[config.mk]
export PLATFORM = sky130hd
export DESIGN_NAME = gpm_apb_gpio
export DESIGN_NICKNAME = d
export VERILOG_FILES = /design/src/rtl/gpm_pkg.sv /design/src/rtl/gpm_sync.sv /design/src/rtl/gpm_irq.sv /design/src/rtl/gpm_apb_gpio.sv
export SDC_FILE = /design/constraint.sdc
export NUM_CORES = 1
export LEC_CHECK = 0
export BUFFER_PORTS_ARGS = -buffer_cell sky130_fd_sc_hd__buf_2
export CAP_MARGIN = 20
export CORE_MARGIN = 5
export CORE_UTILIZATION = 29
export CTS_CLUSTER_DIAMETER = 100
export DETAILED_ROUTE_END_ITERATION = 6
export GPL_ROUTABILITY_DRIVEN = 0
export HOLD_SLACK_MARGIN = 0.1
export PLACE_DENSITY = 0.46
export SLEW_MARGIN = 10
export SYNTH_ARGS = -nofsm -noshare
export SYNTH_HDL_FRONTEND = slang
export SYNTH_SLANG_ARGS = --single-unit
[constraint.sdc]
create_clock -name pclk -period 2.9 [get_ports pclk]
set_clock_uncertainty 0.1 [all_clocks]
set_input_delay 0.145 -clock pclk [delete_from_list [all_inputs] [get_ports pclk]]
set_output_delay 0.145 -clock pclk [all_outputs]
set_load 0.005 [all_outputs]
[src/rtl/gpm_pkg.sv]
package gpm_pkg;

   // word offsets (byte offset >> 2) of the control registers
   localparam logic [9:0] WO_DIR   = 10'h100;
   localparam logic [9:0] WO_SENSE = 10'h101;
   localparam logic [9:0] WO_BOTH  = 10'h102;
   localparam logic [9:0] WO_POL   = 10'h103;
   localparam logic [9:0] WO_IE    = 10'h104;
   localparam logic [9:0] WO_RAW   = 10'h105;
   localparam logic [9:0] WO_MIS   = 10'h106;
   localparam logic [9:0] WO_CLR   = 10'h107;
   localparam logic [9:0] WO_ALT   = 10'h108;

   typedef enum logic [3:0] {
      SEL_NONE, SEL_DATA, SEL_DIR, SEL_SENSE, SEL_BOTH, SEL_POL,
      SEL_IE, SEL_RAW, SEL_MIS, SEL_CLR, SEL_ALT
   } gpm_sel_e;

   function automatic gpm_sel_e gpm_decode(input logic [9:0] word);
      gpm_sel_e s;
      if (word[9:8] == 2'b00) s = SEL_DATA;
      else begin
         case (word)
            WO_DIR:   s = SEL_DIR;
            WO_SENSE: s = SEL_SENSE;
            WO_BOTH:  s = SEL_BOTH;
            WO_POL:   s = SEL_POL;
            WO_IE:    s = SEL_IE;
            WO_RAW:   s = SEL_RAW;
            WO_MIS:   s = SEL_MIS;
            WO_CLR:   s = SEL_CLR;
            WO_ALT:   s = SEL_ALT;
            default:  s = SEL_NONE;
         endcase
      end
      return s;
   endfunction

endpackage

[src/rtl/gpm_sync.sv]
module gpm_sync #(
   parameter int W      = 8,
   parameter int STAGES = 2
) (
   input  logic         clk,
   input  logic         rst_n,
   input  logic [W-1:0] din,
   output logic [W-1:0] dout
);
   initial begin
      if (STAGES < 2) $error("gpm_sync: STAGES must be at least 2");
      if (W < 1)      $error("gpm_sync: W must be positive");
   end

   logic [STAGES-1:0][W-1:0] stg;

   always_ff @(posedge clk or negedge rst_n) begin
      if (!rst_n) stg <= '0;
      else        stg <= {stg[STAGES-2:0], din};
   end

   assign dout = stg[STAGES-1];
endmodule

[src/rtl/gpm_irq.sv]
module gpm_irq #(
   parameter int W = 8
) (
   input  logic         clk,
   input  logic         rst_n,
   input  logic [W-1:0] pin_s,
   input  logic [W-1:0] sense,
   input  logic [W-1:0] both,
   input  logic [W-1:0] pol,
   input  logic [W-1:0] clr,
   output logic [W-1:0] raw
);
   logic [W-1:0] prev;
   logic [W-1:0] hit;
   logic [W-1:0] raw_nxt;

   for (genvar i = 0; i < W; i++) begin : g_pin
      logic rise, fall;
      assign rise = pin_s[i] & ~prev[i];
      assign fall = ~pin_s[i] & prev[i];
      assign hit[i] = both[i] ? (rise | fall) : (pol[i] ? rise : fall);
      // level sense follows the pin; edge sense latches until cleared
      assign raw_nxt[i] = sense[i] ? ~(pin_s[i] ^ pol[i])
                                   : ((raw[i] & ~clr[i]) | hit[i]);
   end

   always_ff @(posedge clk or negedge rst_n) begin
      if (!rst_n) begin
         prev <= '0;
         raw  <= '0;
      end else begin
         prev <= pin_s;
         raw  <= raw_nxt;
      end
   end
endmodule

[src/rtl/gpm_apb_gpio.sv]
module gpm_apb_gpio #(
   parameter int PINS        = 8,
   parameter int DW          = 32,
   parameter int SYNC_STAGES = 2
) (
   input  logic            pclk,
   input  logic            presetn,
   input  logic            psel,
   input  logic            penable,
   input  logic            pwrite,
   input  logic [11:0]     paddr,
   input  logic [DW-1:0]   pwdata,
   output logic [DW-1:0]   prdata,
   output logic            pready,
   output logic            pslverr,
   input  logic [PINS-1:0] pad_in,
   output logic [PINS-1:0] pad_out,
   output logic [PINS-1:0] pad_oe,
   input  logic [PINS-1:0] hw_out,
   input  logic [PINS-1:0] hw_oe,
   output logic            irq
);
   import gpm_pkg::*;

   localparam int MSB_MASK = PINS + 1;

   initial begin
      if (PINS < 1 || PINS > 8) $error("gpm_apb_gpio: PINS must be 1..8");
      if (DW < 8)               $error("gpm_apb_gpio: DW must be at least 8");
   end

   logic [PINS-1:0] dout_q, dir_q, sense_q, both_q, pol_q, ie_q, alt_q;
   logic [PINS-1:0] raw_q, pin_s, clr_pulse, amask, wbits, pin_val, rd_bits;
   gpm_sel_e        sel;
   logic            wr_en;
   logic            unused_bits;

   assign sel     = gpm_decode(paddr[11:2]);
   assign wr_en   = psel & penable & pwrite;
   assign amask   = paddr[MSB_MASK:2];
   assign wbits   = pwdata[PINS-1:0];
   assign unused_bits = ^{pwdata, paddr};

   always_ff @(posedge pclk or negedge presetn) begin
      if (!presetn) begin
         dout_q <= '0; dir_q <= '0; sense_q <= '0; both_q <= '0;
         pol_q  <= '0; ie_q  <= '0; alt_q   <= '0;
      end else if (wr_en) begin
         case (sel)
            SEL_DATA:  dout_q  <= (dout_q & ~amask) | (wbits & amask);
            SEL_DIR:   dir_q   <= wbits;
            SEL_SENSE: sense_q <= wbits;
            SEL_BOTH:  both_q  <= wbits;
            SEL_POL:   pol_q   <= wbits;
            SEL_IE:    ie_q    <= wbits;
            SEL_ALT:   alt_q   <= wbits;
            default: ;
         endcase
      end
   end

   assign clr_pulse = (wr_en && sel == SEL_CLR) ? wbits : '0;

   gpm_sync #(.W(PINS), .STAGES(SYNC_STAGES)) u_sync (
      .clk(pclk), .rst_n(presetn), .din(pad_in), .dout(pin_s)
   );

   gpm_irq #(.W(PINS)) u_irq (
      .clk(pclk), .rst_n(presetn), .pin_s(pin_s), .sense(sense_q),
      .both(both_q), .pol(pol_q), .clr(clr_pulse), .raw(raw_q)
   );

   assign pin_val = (dir_q & dout_q) | (~dir_q & pin_s);

   always_comb begin
      case (sel)
         SEL_DATA:  rd_bits = pin_val & amask;
         SEL_DIR:   rd_bits = dir_q;
         SEL_SENSE: rd_bits = sense_q;
         SEL_BOTH:  rd_bits = both_q;
         SEL_POL:   rd_bits = pol_q;
         SEL_IE:    rd_bits = ie_q;
         SEL_RAW:   rd_bits = raw_q;
         SEL_MIS:   rd_bits = raw_q & ie_q;
         SEL_ALT:   rd_bits = alt_q;
         default:   rd_bits = '0;
      endcase
   end

   assign prdata  = {{(DW-PINS){1'b0}}, rd_bits};
   assign pready  = 1'b1;
   assign pslverr = 1'b0;
   assign irq     = |(raw_q & ie_q);

   for (genvar p = 0; p < PINS; p++) begin : g_pad
      assign pad_out[p] = alt_q[p] ? hw_out[p] : dout_q[p];
      assign pad_oe[p]  = alt_q[p] ? hw_oe[p]  : dir_q[p];
   end
endmodule

==> results.md, run 1 <==
- DRT Wirelength: 13900 microns
- Pwr/cell area: 476 nW/um^2
- Starting Density: 0.295
- Global Route met3 Usage: 0.0288
- Setup_tns: 0 ps
- Slew at the pin closest to its max-slew limit: 823 ps
- Data required, critical path: 2650 ps
- Post-synthesis cell count: 448
- Clk buf depth: 2
- Max Clk Rate: 366 MHz
- Die Ht: 140 microns
- Die Area: 19600 sq um
- Cts bufs inserted: 9
- Non-filler cells, final: 781
- Post-synthesis async set-or-reset flop share: 1.00
- DR WL/cell: 17.8 microns
- LEAKAGE: 0.00300 uW
- Worst path most repeated cell: buf_2
- GRT met2 Usage: 0.217
- Max stage delay on crit path: 550 ps
- # diodes: 0
- Clock sinks: 88
- Detailed-route via count: 3813
- Synth warnings: 0
- Share of cells above drive strength 1: 0.332
- Worst Hold Class: in2reg
- Largest net degree at the start of global routing: 46
- Commonest non-fill, non-tap cell in the layout: dfrtp_1
- Final net count: 645
- Dpl cells: 744
- Fin worst setup slack: 167 ps
- H-Tree Depth: 3
- Final global-route overflow total: 0
- Syn Area/Cell: 10.9 sq um
- I/O pin cnt: 124
- Area grow syn2layout: 23.9%
- Outcome: completed
- First-pass GRT wire length: 22000 microns
- Final HPWL from detailed placement: 9830 microns
- Clock-pin transition on the worst setup and hold timing paths: 60 ps
- EDFF count, synth: 0
- DRC: 0
- Pins Over Slew Limit: 0
- Crit path cell chain: dlygate4sd3_1 > buf_2 > or4_4 > or2_4 > buf_4 > or3_1 > nand4_1 > buf_2
- CP max-delay cell: or4_4
- Seq/Total Area, Yosys: 0.450
- Worst VDD drop: 0.248 mV
- Die W: 140 microns
- Met1 Usage GRT: 0.210
- Via density: 4.88
- CP Data Arrival Time: 2490 ps
- CTS tree: yes
- Crit-path max FO: 6
- Ys flop type: dfrtp_1
- Antenna violations before repair: 0
- IO buf count: 71
- Detail Route Antenna Nets: 0
- Root buffer cell: clkbuf_16
- # Post-CTS Setup Buffers: 0
- Final Critical Period: 2730 ps
- Slew HR: 0.450
- Final core occ: 0.365
- Post-Syn Area: 4890 sq um
- Row count: 47
- Fillers: 1677
- Number of detailed-route iterations in the first pass: 6
- Max-cap violations: 0
- DP Worst Slack: 536 ps
- RSZ-0062 raised after global routing: false
- Hold Fails Final Rpt: 0
- Tot GR Track Use: 0.145
- Final Setup Violations: 0
- Most frequent cells in the layout: dfrtp_1, mux2_2, buf_2
- Crit path kind: in2out
- Synth cell types: 42
- #FFs+latches synth: 88
- Crit end category: primary output
- Period utilisation layout: 0.942
- Iter 0 DRT Violations: 317
- Top Usage Layer GRT: met2
- Core ar.: 16600 sq um
- Worst skew pair latency: 350 ps
- Vias in the first global route: 3791
- Critical path launch point type: primary input
-- cell type report --
type                    count  area, sq um  area share
well taps                 220          275      0.0454
flip-flops and latches     88         2200       0.363
clock inverters             6         82.6      0.0136
repair buffers            111          723       0.119
multi-input cells         321         2440       0.403
clock buffers              10          239      0.0394
inverters                  25         93.8      0.0155
-- timing repair --
action                                  in CTS  in global routing
resized for setup                            0                  1
endpoints found under the setup margin       0                  1
hold endpoints to repair                   108                  0
hold buffers                                21                  0
-- kinds of logic (layout without fill, tap and decap cells) --
| kind of cell | after synthesis | after routing | synth area share |
|---|---|---|---|
| DFF | 88 | 88 | 0.450 |
| xor gates and xnor gates | 8 | 8 | 0.0143 |
| other | 2 | 26 | 0.00154 |
| AOI/OAI and AO/OA | 71 | 71 | 0.101 |
| buffers and inverters | 63 | 152 | 0.0693 |
| muxes | 88 | 88 | 0.199 |
| and+or+nand+nor | 112 | 112 | 0.124 |
| adders and majority gates | 16 | 16 | 0.0409 |
-- sequential cells by signal, summed over array words and instances (netlist names), named ones only --
name         count
both_q           8
ie_q             8
alt_q            8
u_sync.stg       8
u_irq.raw        8
u_sync.dout      8
dir_q            8
pol_q            8
u_irq.prev       8
sense_q          8
-- path summary, 6_finish.rpt --
| check | from | end | slack, ps | depth (start not counted) |
|---|---|---|---|---|
| worst max register to register | u_sync.dout[5] | u_irq.raw[5] | 1340 | 6 |
| max in group asynchronous | presetn | asynchronous set/reset pin | 1770 | 3 |
| worst max-delay path | paddr[6] | prdata[6] | 170 | 8 |
| worst min-delay path | paddr[4] | flop | 120 | 3 |
| worst min register to register | u_sync.stg[5] | u_sync.dout[5] | 240 | 0 |
| min in group asynchronous | presetn | u_sync.stg[4] | 250 | 2 |
-- synth_stat cells, types with 2 or more instances --
cell type  instances  area share
a21o_1             8       0.012
a31oi_1            8       0.010
mux2_1             3      0.0069
buf_2              4      0.0041
nor2b_1            8       0.010
nor3_1             2      0.0020
mux2_2            70        0.16
dfrtp_1           88        0.45
and3_1             4      0.0051
buf_4             26       0.040
a211oi_1           8       0.012
a21oi_1            8      0.0082
nand2b_1           3      0.0038
clkbuf_1           7      0.0054
nand2_1           46       0.035
ha_1              16       0.041
xor2_1             8       0.014
o22ai_1            8       0.010
inv_1             25       0.019
mux2i_1           15       0.031
o211ai_1           3      0.0046
or3_1              2      0.0026
nor2_1            10      0.0077
a32oi_1            7       0.013
nor3_4             3       0.010
nand4_1           17       0.022
conb_1             2      0.0015
o21ai_0            9      0.0092
nand3_1            9      0.0092
and2_1             2      0.0026
o31a_1             8       0.014
-- per-layer routing --
layer | share of wire | up-vias
met5 | 0 | -
li1 | - | 1774
met3 | 0.068 | 15
met4 | 0.017 | 0
met1 | 0.47 | 1880
met2 | 0.45 | 144
-- stage by stage --
| stage | total power (uW) | hold WS, ps | cell area (sq um) |
|---|---|---|---|
| floorplan | 1480 | -251 | 4980 |
| global placement | 1600 | 105 | 5520 |
| detailed placement | 1610 | 113 | 5520 |
| CTS | 2920 | 104 | 6060 |
| global route | 3010 | 133 | 6060 |
| finish | 2890 | 116 | 6060 |
-- power by group --
group	internal, uW	total, uW	switching (uW)
Sequential	1270	1300	32.1
Combinational	140	304	163
Clock	774	1280	507
Total	2180	2890	702
-- critical path: cells and delay by family --
| family | cells | cell delay [ps] |
|---|---|---|
| simple gates | 4 | 1330 |
| buf+inv | 4 | 1000 |
Power figures use the tool's default switching activity.
==> run 2: changes to the inputs <==
CORE_ASPECT_RATIO = 0.75   (was not set)
==> results.md, run 2 (synthesis gave the netlist of run 1 again) <==
- Share of cells above drive strength 1: 0.330
- Vias in the first global route: 3868
- Top Usage Layer GRT: met2
- Clock share of power: 0.425
- # diodes: 0
- Net Sw Frac: 0.242
- Tot GR Track Use: 0.141
- RSZ-0062 raised after global routing: false
- Detail Route Antenna Nets: 0
- Critical path launch point type: primary input
- Final Setup Violations: 0
- DRT Wirelength: 13700 microns
- Largest net degree at the start of global routing: 48
- Worst Hold Class: in2reg
- Post-CTS Hold Buffers: 23
- WP buf/inv: 3
- I/O pin cnt: 124
- CP max-delay cell: or4_4
- Worst path most repeated cell: buf_2
- Iter 0 DRT Violations: 200
- Setup_tns: 0 ps
- CTS tree: yes
- H-Tree Depth: 3
- Starting Density: 0.293
- DRC: 0
- Period utilisation layout: 0.976
- Crit end category: primary output
- Crit path kind: in2out
- Final Cell Area: 6050 sq um
- First-pass GRT wire length: 21400 microns
- Data required, critical path: 2650 ps
- Worst skew pair latency: 340 ps
- IO buf count: 71
- Root buffer cell: clkbuf_16
- Detailed-route via count: 3750
- Via density: 4.81
- Final hold slack: 135 ps
- Die Area: 19600 sq um
- Clk buf depth: 2
- Antenna violations before repair: 0
- Core ar.: 16700 sq um
- Placed cell areas: 5510 sq um
- Flop pwr share: 0.465
- Max Clk Rate: 353 MHz
- # Post-CTS Setup Buffers: 0
- Crit-path max FO: 9
- Hold Fails Final Rpt: 0
- Combinational power share: 0.110
- Cts bufs inserted: 9
- DR WL/cell: 17.6 microns
- Pwr/cell area: 463 nW/um^2
- CTS resizes: 0
- Final HPWL from detailed placement: 9960 microns
- Clock-pin transition on the worst setup and hold timing paths: 60 ps
- Die Ht: 122 microns
- Dpl cells: 740
- Fillers: 1689
- Final Critical Period: 2830 ps
- LEAKAGE: 0.00301 uW
- Slew HR: 0.439
- Commonest non-fill, non-tap cell in the layout: dfrtp_1
- Final global-route overflow total: 0
- Power Total: 2800 uW
- Crit path cell chain: dlygate4sd3_1 > buf_2 > or4_4 > or2_1 > o311ai_0 > buf_2
- Final net count: 648
- Worst VDD drop: 0.272 mV
- Global Route met3 Usage: 0.0299
- Number of detailed-route iterations in the first pass: 5
- Slew at the pin closest to its max-slew limit: 839 ps
- Int Pwr: 2120 uW
- Area grow syn2layout: 23.7%
- CP Data Arrival Time: 2590 ps
- GRT met2 Usage: 0.228
- Max-cap violations: 0
- Pins Over Slew Limit: 0
- Row count: 41
- Die W: 160 microns
- Sw Pwr: 677 uW
- Met1 Usage GRT: 0.196
- Non-filler cells, final: 779
- Max stage delay on crit path: 580 ps
- Clock sinks: 88
- Outcome: completed
- Most frequent cells in the layout: dfrtp_1, mux2_2, buf_2
- Top delay family on crit path: simple AND/OR/NAND/NOR gates
==> run 2: cell types whose count changed in the layout (fill, tap and decap cells not counted), sizes merged <==
cell / change
dlygate4sd3: +2
buf: +1
bufinv: -1
clkbuf: +1
clkinvlp: -1
inv: +1
==> run 2: layer usage <==
metal	up-vias	part of all wire
met2	93	0.45
met3	19	0.044
met1	1853	0.49
met5	-	0
li1	1785	-
met4	0	0.013
==> run 2: area by class of cell <==
class | instances | area [sq um] | area share
flip-flops and latches | 88 | 2200 | 0.364
repair buffers | 114 | 738 | 0.122
clock inverters | 5 | 53.8 | 0.00889
well taps | 215 | 269 | 0.0445
inverters | 25 | 93.8 | 0.0155
multi-input cells | 321 | 2440 | 0.403
clock buffers | 11 | 253 | 0.0418
==> run 2: path summary, 6_finish.rpt <==
kind,startpoint,end,slack [ps],cells past startpoint
worst max-delay path,paddr[7],prdata[2],70,6
worst min-delay path,paddr[4],flop,130,3
worst max register to register,u_sync.dout[2],u_irq.raw[2],1350,6
worst min register to register,u_sync.stg[3],u_sync.dout[3],250,0
max in group asynchronous,presetn,u_irq.raw[0],1710,3
min in group asynchronous,presetn,u_sync.stg[5],230,2
==> run 2: worst register-to-register path: stages, from the launching register on <==
cell and delay (ps):
dfrtp_1 400, inv_1 70, ha_1 200, nor2b_1 130, a211oi_1 230, a21oi_1 70, o31a_1 240
==> run 2: stage by stage <==
step,utilization,setup WS (ps)
5_1_grt,0.363,41.0
6_report,0.363,69.7
2_1_floorplan,-,901
3_3_place_gp,0.331,414
4_1_cts,0.363,114
3_5_place_dp,0.331,457
==> run 2: power groups by stage <==
stage | sequential, uW | combinational, uW | clock, uW
floorplan | 1320 | 167 | 0
global placement | 1320 | 278 | 0
detailed placement | 1330 | 283 | 0
CTS | 1300 | 312 | 1230
global route | 1310 | 342 | 1270
finish | 1300 | 308 | 1190
==> run 3: changes to the inputs <==
GPL_TIMING_DRIVEN = 0   (was not set)
SKIP_LAST_GASP = 1   (was not set)
SYNTH_HIERARCHICAL = 1   (was not set)
==> results.md, run 3 <==
- Outcome: completed
- Clock sinks: 88
- Detailed-route via count: 3772
- Ys flop type: dfrtp_1
- First-pass GRT wire length: 21700 microns
- Row count: 41
- EDFF count, synth: 0
- Most frequent cells in the layout: dfrtp_1, mux2_2, buf_2
- Commonest non-fill, non-tap cell in the layout: dfrtp_1
- Final global-route overflow total: 0
- Slew at the pin closest to its max-slew limit: 1010 ps
- I/O pin cnt: 124
- Final HPWL from detailed placement: 9810 microns
- Clk buf depth: 2
- Max-cap violations: 0
- Detail Route Antenna Nets: 0
- Post-synthesis async set-or-reset flop share: 1.00
- CP Data Arrival Time: 2930 ps
- Power Total: 2800 uW
- Hold Fails Final Rpt: 0
- Post-synth top cells: dfrtp_1, mux2_2, buf_4
- Final net count: 675
- Die Ht: 124 microns
- Period utilisation layout: 0.972
- Fin worst setup slack: 81.1 ps
- Vias in the first global route: 3774
- Tot GR Track Use: 0.137
- Post-Syn Area: 5040 sq um
- DP Worst Slack: -203 ps
- Syn Area/Cell: 11.1 sq um
- Clock-pin transition on the worst setup and hold timing paths: 60 ps
- DRT Wirelength: 13900 microns
- Synth warnings: 6
- Area grow syn2layout: 25.4%
- Core ar.: 16900 sq um
- Via density: 4.69
- Final Setup Violations: 0
- Crit path kind: in2reg
- Die Area: 20200 sq um
- Share of cells above drive strength 1: 0.367
- Synth area leader: dfrtp_1
- Placed cell areas: 5790 sq um
- CTS tree: yes
- Critical path launch point type: primary input
- Root buffer cell: clkbuf_16
- Antenna violations before repair: 0
- Die W: 162 microns
- H-Tree Depth: 3
- Number of detailed-route iterations in the first pass: 4
- Most frequent cell after synthesis: dfrtp_1
- Starting Density: 0.298
- LEAKAGE: 0.00316 uW
- Slew HR: 0.325
- DR WL/cell: 17.2 microns
- Worst VDD drop: 0.286 mV
- Iter 0 DRT Violations: 225
- Final Critical Period: 2820 ps
- Synth cell types: 43
- Final Cell Area: 6330 sq um
- Post-synthesis cell count: 456
- DRC: 0
- CTS resizes: 0
- #FFs+latches synth: 88
- Cts bufs inserted: 9
- Top cells by area, synth: dfrtp_1, mux2_2, buf_4, ha_1, mux2i_1
- Largest net degree at the start of global routing: 48
- Data required, critical path: 3010 ps
- RSZ-0062 raised after global routing: false
- Crit end category: flop
- Pwr/cell area: 442 nW/um^2
- Crit-path max FO: 10
- # diodes: 0
- Seq/Total Area, Yosys: 0.437
- Worst skew pair latency: 340 ps
- Pins Over Slew Limit: 0
- Max Clk Rate: 355 MHz
- Area share of the largest cell type after synthesis: 0.437
- IO buf count: 67
- Worst Hold Class: reg2reg
-- run 3: cell count changes in the layout (fill, tap and decap cells not counted), moves of 12 or more --
cell | before | now
clkbuf_1 | 0 | 13
nand2_1 | 46 | 32
buf_4 | 21 | 38
mux2_2 | 70 | 86
and3_1 | 4 | 16
-- run 3: report_power, final --
group | total (uW) | internal, uW | switching (uW)
sequential | 1300 | 1270 | 26.5
clock | 1150 | 682 | 466
combinational | 351 | 179 | 172
total | 2800 | 2130 | 665
-- run 3: critical path: stages --
cell,delay [ps]
buf_2,150
or4b_1,540
clkbuf_1,170
nor2_1,630
nand4_1,770
mux2_2,520
-- run 3: per-layer routing --
layer  global-route usage  share of wire
met5                    0              0
met4               0.0273         0.0061
met3               0.0294          0.072
met2                0.199           0.43
met1                0.208           0.49
-- run 3: repair_timing --
action | 4_1_cts | 5_1_grt
hold buffers | 24 | 0
endpoints found under the hold margin | 110 | 0
setup endpoints to repair | 0 | 8
buffers inserted | 0 | 0
-- run 3: path summary, 6_finish.rpt --
path	cells after the start	slack [ps]	startpoint	to
min in group asynchronous	2	260	presetn	u_sync/stg[4]
hold / removal	0	250	u_sync/stg[1]	u_sync/dout[1]
hold reg to reg	0	250	u_sync/stg[1]	u_sync/dout[1]
setup reg to reg	2	1460	flop	flop
setup / recovery	6	80	paddr[11]	sense_q[3]
max in group asynchronous	3	1790	presetn	ie_q[2]
-- run 3: final cells by class --
cell class / instances / area [sq um]
clock buffers: 11 / 243
well taps: 215 / 269
flip-flops and latches: 88 / 2200
multi-input cells: 310 / 2500
fillers: 1683 / 10600
plain buffers: 50 / 322
repair buffers: 95 / 626
clock inverters: 3 / 43.8
inverters: 32 / 120
-- run 3: logic make-up after synthesis --
logic type      after synthesis  synth area share
flops                        88             0.437
mux                         104             0.228
xor+xnor                      8            0.0139
compound gates               46            0.0682
buf+inv                      82            0.0876
other cells                   2           0.00149
simple gates                110             0.124
fa+ha+maj                    16            0.0397
-- run 3: stage by stage --
| step | utilization | TNS, ps | std cells | hold WS [ps] |
|---|---|---|---|---|
| final | 0.374 | 0 | 804 | 248 |
| after global routing | 0.374 | 0 | 804 | 258 |
| after CTS | 0.373 | 0 | 803 | 250 |
| after detailed placement | 0.342 | -6000 | 765 | 117 |
| after global placement | 0.339 | -9520 | 762 | 153 |
| after floorplan | - | 0 | 480 | -251 |
